==> config.mk <==
export PLATFORM = sky130hd
export DESIGN_NAME = divcfg_loader
export DESIGN_NICKNAME = d
export VERILOG_FILES = /design/src/rtl/divcfg_pkg.sv /design/src/rtl/divcfg_ctrl.sv /design/src/rtl/divcfg_datapath.sv /design/src/rtl/divcfg_loader.sv
export SDC_FILE = /design/constraint.sdc
export NUM_CORES = 1
export LEC_CHECK = 0
export BUFFER_PORTS_ARGS = -buffer_cell sky130_fd_sc_hd__clkbuf_2
export CAP_MARGIN = 5
export CORE_UTILIZATION = 50
export CTS_BUF_LIST = sky130_fd_sc_hd__clkbuf_4 sky130_fd_sc_hd__clkbuf_8 sky130_fd_sc_hd__clkbuf_16
export DETAILED_ROUTE_END_ITERATION = 12
export PLACE_DENSITY_LB_ADDON = 0.12
export SETUP_SLACK_MARGIN = 0.5
export SLEW_MARGIN = 20
export SYNTH_ARGS = -nofsm -noshare
export SYNTH_HDL_FRONTEND = slang
export SYNTH_HIERARCHICAL = 1
export SYNTH_SLANG_ARGS = --single-unit
export TNS_END_PERCENT = 50
==> constraint.sdc <==
create_clock -name clk -period 2.5 [get_ports clk]
set_input_delay 0.25 -clock clk [delete_from_list [all_inputs] [get_ports clk]]
set_output_delay 0.25 -clock clk [all_outputs]
set_load 0.005 [all_outputs]
==> src/rtl/divcfg_pkg.sv <==
package divcfg_pkg;
  localparam int M_W     = 9;
  localparam int N_W     = 2;
  localparam int T_W     = 2;
  localparam int SER_W   = T_W + N_W + M_W;
  localparam int RATIO_W = 1 << N_W;

  // Field order matches the serial shift order, MSB first.
  typedef struct packed {
    logic [T_W-1:0] test;
    logic [N_W-1:0] n;
    logic [M_W-1:0] m;
  } cfgWord_t;

  typedef enum logic [1:0] {
    MODE_HELD    = 2'd0,
    MODE_PARLIVE = 2'd1,
    MODE_SERLIVE = 2'd2
  } srcMode_t;

  typedef struct packed {
    logic     shiftEn;
    logic     serLatch;
    logic     parCapture;
    srcMode_t mode;
  } ctrlStrobes_t;
endpackage

==> src/rtl/divcfg_ctrl.sv <==
module divcfg_ctrl
  import divcfg_pkg::*;
(
  input  logic         clk,
  input  logic         rstN,
  input  logic         parLoadN,
  input  logic         serStrobe,
  input  logic         serClk,
  output ctrlStrobes_t strobes
);
  logic prevParLoadN;
  logic prevSerStrobe;
  logic prevSerClk;

  // Previous-sample registers; reset values match idle pin levels.
  always_ff @(posedge clk or negedge rstN) begin
    if (!rstN) begin
      prevParLoadN  <= 1'b1;
      prevSerStrobe <= 1'b0;
      prevSerClk    <= 1'b0;
    end else begin
      prevParLoadN  <= parLoadN;
      prevSerStrobe <= serStrobe;
      prevSerClk    <= serClk;
    end
  end

  logic serFall;
  logic parRise;

  always_comb begin
    serFall = prevSerStrobe && !serStrobe;
    parRise = parLoadN && !prevParLoadN;

    strobes.shiftEn    = !serStrobe && serClk && !prevSerClk;
    strobes.serLatch   = serFall;
    // A serial event in the same cycle wins over a parallel capture.
    strobes.parCapture = parRise && !serFall;

    if (serStrobe)      strobes.mode = MODE_SERLIVE;
    else if (!parLoadN) strobes.mode = MODE_PARLIVE;
    else                strobes.mode = MODE_HELD;
  end
endmodule

==> src/rtl/divcfg_datapath.sv <==
module divcfg_datapath
  import divcfg_pkg::*;
#(
  parameter int M_MIN = 10,
  parameter int M_MAX = 28,
  parameter int RST_M = 10
) (
  input  logic               clk,
  input  logic               rstN,
  input  logic               masterRst,
  input  ctrlStrobes_t       strobes,
  input  logic [M_W-1:0]     parM,
  input  logic [N_W-1:0]     parN,
  input  logic               serData,
  output logic [M_W-1:0]     divM,
  output logic [N_W-1:0]     divN,
  output logic [RATIO_W-1:0] divRatio,
  output logic [T_W-1:0]     testSel,
  output logic               outEnable,
  output logic               mOutOfRange
);
  localparam logic [M_W-1:0] LO_LIM = M_W'(M_MIN);
  localparam logic [M_W-1:0] HI_LIM = M_W'(M_MAX);
  localparam cfgWord_t DEF_WORD = '{test: '0, n: '0, m: M_W'(RST_M)};

  cfgWord_t shiftQ, heldQ, heldD, liveD, outQ;
  logic     oorQ, oeQ;

  // Shift register: entered at bit 0, so the first bit ends at the MSB.
  always_ff @(posedge clk or negedge rstN) begin
    if (!rstN)                shiftQ <= DEF_WORD;
    else if (strobes.shiftEn) shiftQ <= cfgWord_t'({shiftQ[SER_W-2:0], serData});
  end

  // Held setting: a serial latch beats a parallel capture.
  always_comb begin
    heldD = heldQ;
    if (strobes.serLatch) begin
      heldD = shiftQ;
    end else if (strobes.parCapture) begin
      heldD.n = parN;
      heldD.m = parM;
    end
  end

  always_ff @(posedge clk or negedge rstN) begin
    if (!rstN) heldQ <= DEF_WORD;
    else       heldQ <= heldD;
  end

  // Output source choice.
  always_comb begin
    unique case (strobes.mode)
      MODE_SERLIVE: liveD = shiftQ;
      MODE_PARLIVE: liveD = '{test: '0, n: parN, m: parM};
      default:      liveD = heldD;
    endcase
  end

  always_ff @(posedge clk or negedge rstN) begin
    if (!rstN) begin
      outQ <= DEF_WORD;
      oorQ <= (DEF_WORD.m < LO_LIM) || (DEF_WORD.m > HI_LIM);
      oeQ  <= 1'b0;
    end else begin
      outQ <= liveD;
      oorQ <= (liveD.m < LO_LIM) || (liveD.m > HI_LIM);
      oeQ  <= !masterRst;
    end
  end

  // One-hot ratio decode, one bit per code value.
  for (genvar k = 0; k < RATIO_W; k++) begin : g_ratio
    assign divRatio[k] = (outQ.n == N_W'(k));
  end

  assign divM        = outQ.m;
  assign divN        = outQ.n;
  assign testSel     = outQ.test;
  assign outEnable   = oeQ;
  assign mOutOfRange = oorQ;
endmodule

==> src/rtl/divcfg_loader.sv <==
module divcfg_loader
  import divcfg_pkg::*;
#(
  parameter int M_MIN = 10,
  parameter int M_MAX = 28,
  parameter int RST_M = 10
) (
  input  logic               clk,
  input  logic               rstN,
  input  logic               masterRst,
  input  logic               parLoadN,
  input  logic [M_W-1:0]     parM,
  input  logic [N_W-1:0]     parN,
  input  logic               serStrobe,
  input  logic               serClk,
  input  logic               serData,
  output logic [M_W-1:0]     divM,
  output logic [N_W-1:0]     divN,
  output logic [RATIO_W-1:0] divRatio,
  output logic [T_W-1:0]     testSel,
  output logic               outEnable,
  output logic               mOutOfRange
);
  ctrlStrobes_t strobes;

  divcfg_ctrl u_ctrl (
    .clk       (clk),
    .rstN      (rstN),
    .parLoadN  (parLoadN),
    .serStrobe (serStrobe),
    .serClk    (serClk),
    .strobes   (strobes)
  );

  divcfg_datapath #(
    .M_MIN (M_MIN),
    .M_MAX (M_MAX),
    .RST_M (RST_M)
  ) u_dp (
    .clk         (clk),
    .rstN        (rstN),
    .masterRst   (masterRst),
    .strobes     (strobes),
    .parM        (parM),
    .parN        (parN),
    .serData     (serData),
    .divM        (divM),
    .divN        (divN),
    .divRatio    (divRatio),
    .testSel     (testSel),
    .outEnable   (outEnable),
    .mOutOfRange (mOutOfRange)
  );
endmodule

==> flow_summary.toml <==
[synth]
syn_area_per_cell_um2 = 12.9
ys.flop_type = "dfrtp_1"
yosysSeqAreaShare_pct = 56.0
synth-seq-cells = 44
synth_edf_count = 0
synth_nets = 174
synthArstFlopShare_pct = 100
ys_types = 31
ys.warnings.count = 6
synth_area_mm2 = 0.00198
synthCells = 154

[clock_tree]
holdBufCountCts = 0
cts_buffers = 5
worstSkewPairLatency_ns = 0.30
cts.sinks = 44
cts_buffer_depth = 2
clk_pin_slew_ns = 0.08
clockRootBuffer = "clkbuf_8"
cts_tree = "yes"
h-tree-depth = 2

[timing]
hold_violations = 0
finalSetupTns_ns = 0
fin_crit_sh_pct = 85.2
rsz0062_at_grt = "yes"
slew_headroom_pct = 64.3
drv_slew = 0
fmax_mhz = 470
fin_worst_skew_ns = 0.0101
period_minus_slack_ns = 2.13
setup_viol = 0
worst_pin_slew_ns = 0.536
setup_slack_ns = 0.371
hold-worst-slack_ns = 0.00501

[final_layout]
mostFrequentLayoutCells = "37 x dfrtp_1, 36 x clkbuf_2, 23 x mux2_2"
num-fill-cells = 321
multi_input_area_um2 = 807
final_nets = 216
synthToLayoutAreaGrowth_pct = 19.3
drive_gt1_share_pct = 48.7
num_antenna_cells = 0
final_area_mm2 = 0.00236
regArea_mm2 = 0.00111
final_common_cell = "dfrtp_1"

[worst_setup_path]
cp_max_fo = 5
end_kind = "flip-flop"
worst_path_most_repeated_cell = "mux2_4"
slowest_stage = "dfrtp_1"
start_kind = "flip-flop"
max_stage_delay_ns = 0.37
path_class = "reg2reg"
required_ns = 2.73
arrival_ns = 2.36
rr_worst_depth = 8
crit_chain = "nor2b_4 -> nor3b_4 -> buf_6 -> mux2_4 -> mux2_4 -> mux2_4 -> o21a_1 -> o211ai_2"

[flow_run]
maxCapViolations = 0

[power]
clock_power_share_pct = 22.4
sw_frac_of_total_pct = 29.6
p_sw_w = 0.000597
power_density_mw_per_mm2 = 853
power_frac_seq_pct = 51.6
power_leakage_nw = 1.15
combinationalPowerShare_pct = 25.9
peakVddDrop_mv = 0.345
p_int_w = 0.00142
total_power_w = 0.00202

[die]
pin_count = 37
core_area_mm2 = 0.00374
core.rowCount = 22
die_w_um = 64.9
start_util_pct = 52.9
die_h_um = 64.9
die_area_mm2 = 0.00422

[drt]
dr.first_iter.drc_count = 101
drt-pass1-iter-count = 5
drcViolationCount = 0
viasPerCell = 5.60
final_antenna_net_count = 0
wl_per_cell_um = 16.7
vias = 1372
wl_um = 4080

[place]
port-buffer-count = 36
dp_hpwl_um = 2670
place_congestion = 0.869
dp_slack_ns = 0.369
place_area_mm2 = 0.00220

[global_route]
grt_max_degree = 45
antenna_found_initial = 0
grt_overflow = 0
grt_pass1_wl_um = 6900
grt_pass1_vias = 1450
grt.total_usage_pct = 22.2

[outcome]
status = "complete, no violations"

[worst_hold_path]
hold_class = "in2async"
==> cell families (layout without fill, tap and decap cells) <==
| group | after synthesis | after routing | share of synthesized area [%] |
|---|---|---|---|
| flops | 44 | 44 | 56.0 |
| mux | 36 | 36 | 20.5 |
| compound gates | 34 | 34 | 11.9 |
| buf+inv | 20 | 63 | 4.99 |
| simple gates | 18 | 18 | 5.31 |
| fa+ha+maj | 2 | 2 | 1.26 |
==> synth_stat cells (3+ instances only) <==
cell type / number / area (µm²)
nand2_1: 5 / 18.8
dfrtp_1: 37 / 926
a21oi_1: 8 / 40.0
a22o_1: 4 / 35.0
dfstp_2: 7 / 184
mux2_4: 3 / 45.0
clkbuf_1: 5 / 18.8
a221oi_1: 6 / 52.6
a22oi_1: 3 / 22.5
mux2_2: 24 / 270
nor2b_1: 3 / 18.8
o21ai_0: 7 / 35.0
nor2_1: 3 / 11.3
inv_1: 9 / 33.8
mux2i_1: 9 / 90.1
==> what timing repair did <==
| action | in CTS | in global routing |
|---|---|---|
| cloned | 0 | 1 |
| resized for setup | 1 | 8 |
| setup endpoints to repair | 1 | 1 |
| endpoints found under the hold margin | 0 | 0 |
| setup buffers | 3 | 1 |
| pin swaps | 0 | 1 |
==> sequential cells by signal, summed over array words and instances, names as in the netlist <==
| signal | cells |
|---|---|
| u_ctrl/prevSerStrobe | 1 |
| u_dp/testSel | 2 |
| u_dp/outEnable | 1 |
| u_ctrl/prevSerClk | 1 |
| u_dp/heldQ | 13 |
| u_dp/shiftQ | 13 |
| u_dp/divM | 9 |
| u_dp/mOutOfRange | 1 |
| u_ctrl/prevParLoadN | 1 |
| u_dp/divN | 2 |
==> per-layer routing <==
metal / up-vias / global-route usage, % / share of wire [%] / wire [µm]
li1: 638 / - / - / -
met1: 679 / 27.9 / 42 / 1700
met2: 43 / 35.9 / 52 / 2110
met3: 12 / 5.28 / 4.2 / 172
met4: 0 / 10.8 / 2.3 / 94
met5: - / 0 / 0 / 0
==> cell type report <==
cell class	count	share of cell area, %
multi-input combinational	90	34.2
inverter	9	1.43
timing repair buffer	46	11.0
clock buffer	6	3.50
tap	48	2.54
sequential	44	47.0
clock inverter	2	0.424
==> stage by stage <==
| step | util (%) | std cells |
|---|---|---|
| finish | 63.1 | 245 |
| global placement | 58.7 | 232 |
| CTS | 61.9 | 243 |
| detailed placement | 58.7 | 232 |
| floorplan | - | 154 |
| global route | 63.1 | 245 |
==> final timing paths <==
check,slack (ns),end,startpoint
min in group clk,0.05,u_ctrl/prevParLoadN,parLoadN
setup / recovery,0.37,u_dp/mOutOfRange,u_ctrl/prevSerStrobe
hold reg to reg,0.50,u_dp/heldQ[11],u_dp/heldQ[11]
setup reg to reg,0.37,u_dp/mOutOfRange,u_ctrl/prevSerStrobe
hold / removal,0.005,u_dp/shiftQ[12],rstN
max in group asynchronous,2.11,u_ctrl/prevParLoadN,rstN
==> worst max-delay path: cells and delay by family (launching register included) <==
family                 cells  cell delay, ns
muxes                      3            0.86
DFF                        1            0.37
AOI/OAI and AO/OA          2            0.24
and+or+nand+nor            2            0.42
buffers and inverters      1            0.17
==> power by group through the flow <==
stage,sequential (W),clock (W),combinational (W)
2_1_floorplan,0.00101,0,0.000324
6_report,0.00104,0.000452,0.000523
5_1_grt,0.00106,0.000494,0.000572
4_1_cts,0.00103,0.000464,0.000488
3_5_place_dp,0.00104,0,0.000482
3_3_place_gp,0.00104,0,0.000466
No activity file was read; power rests on OpenSTA's default activity.
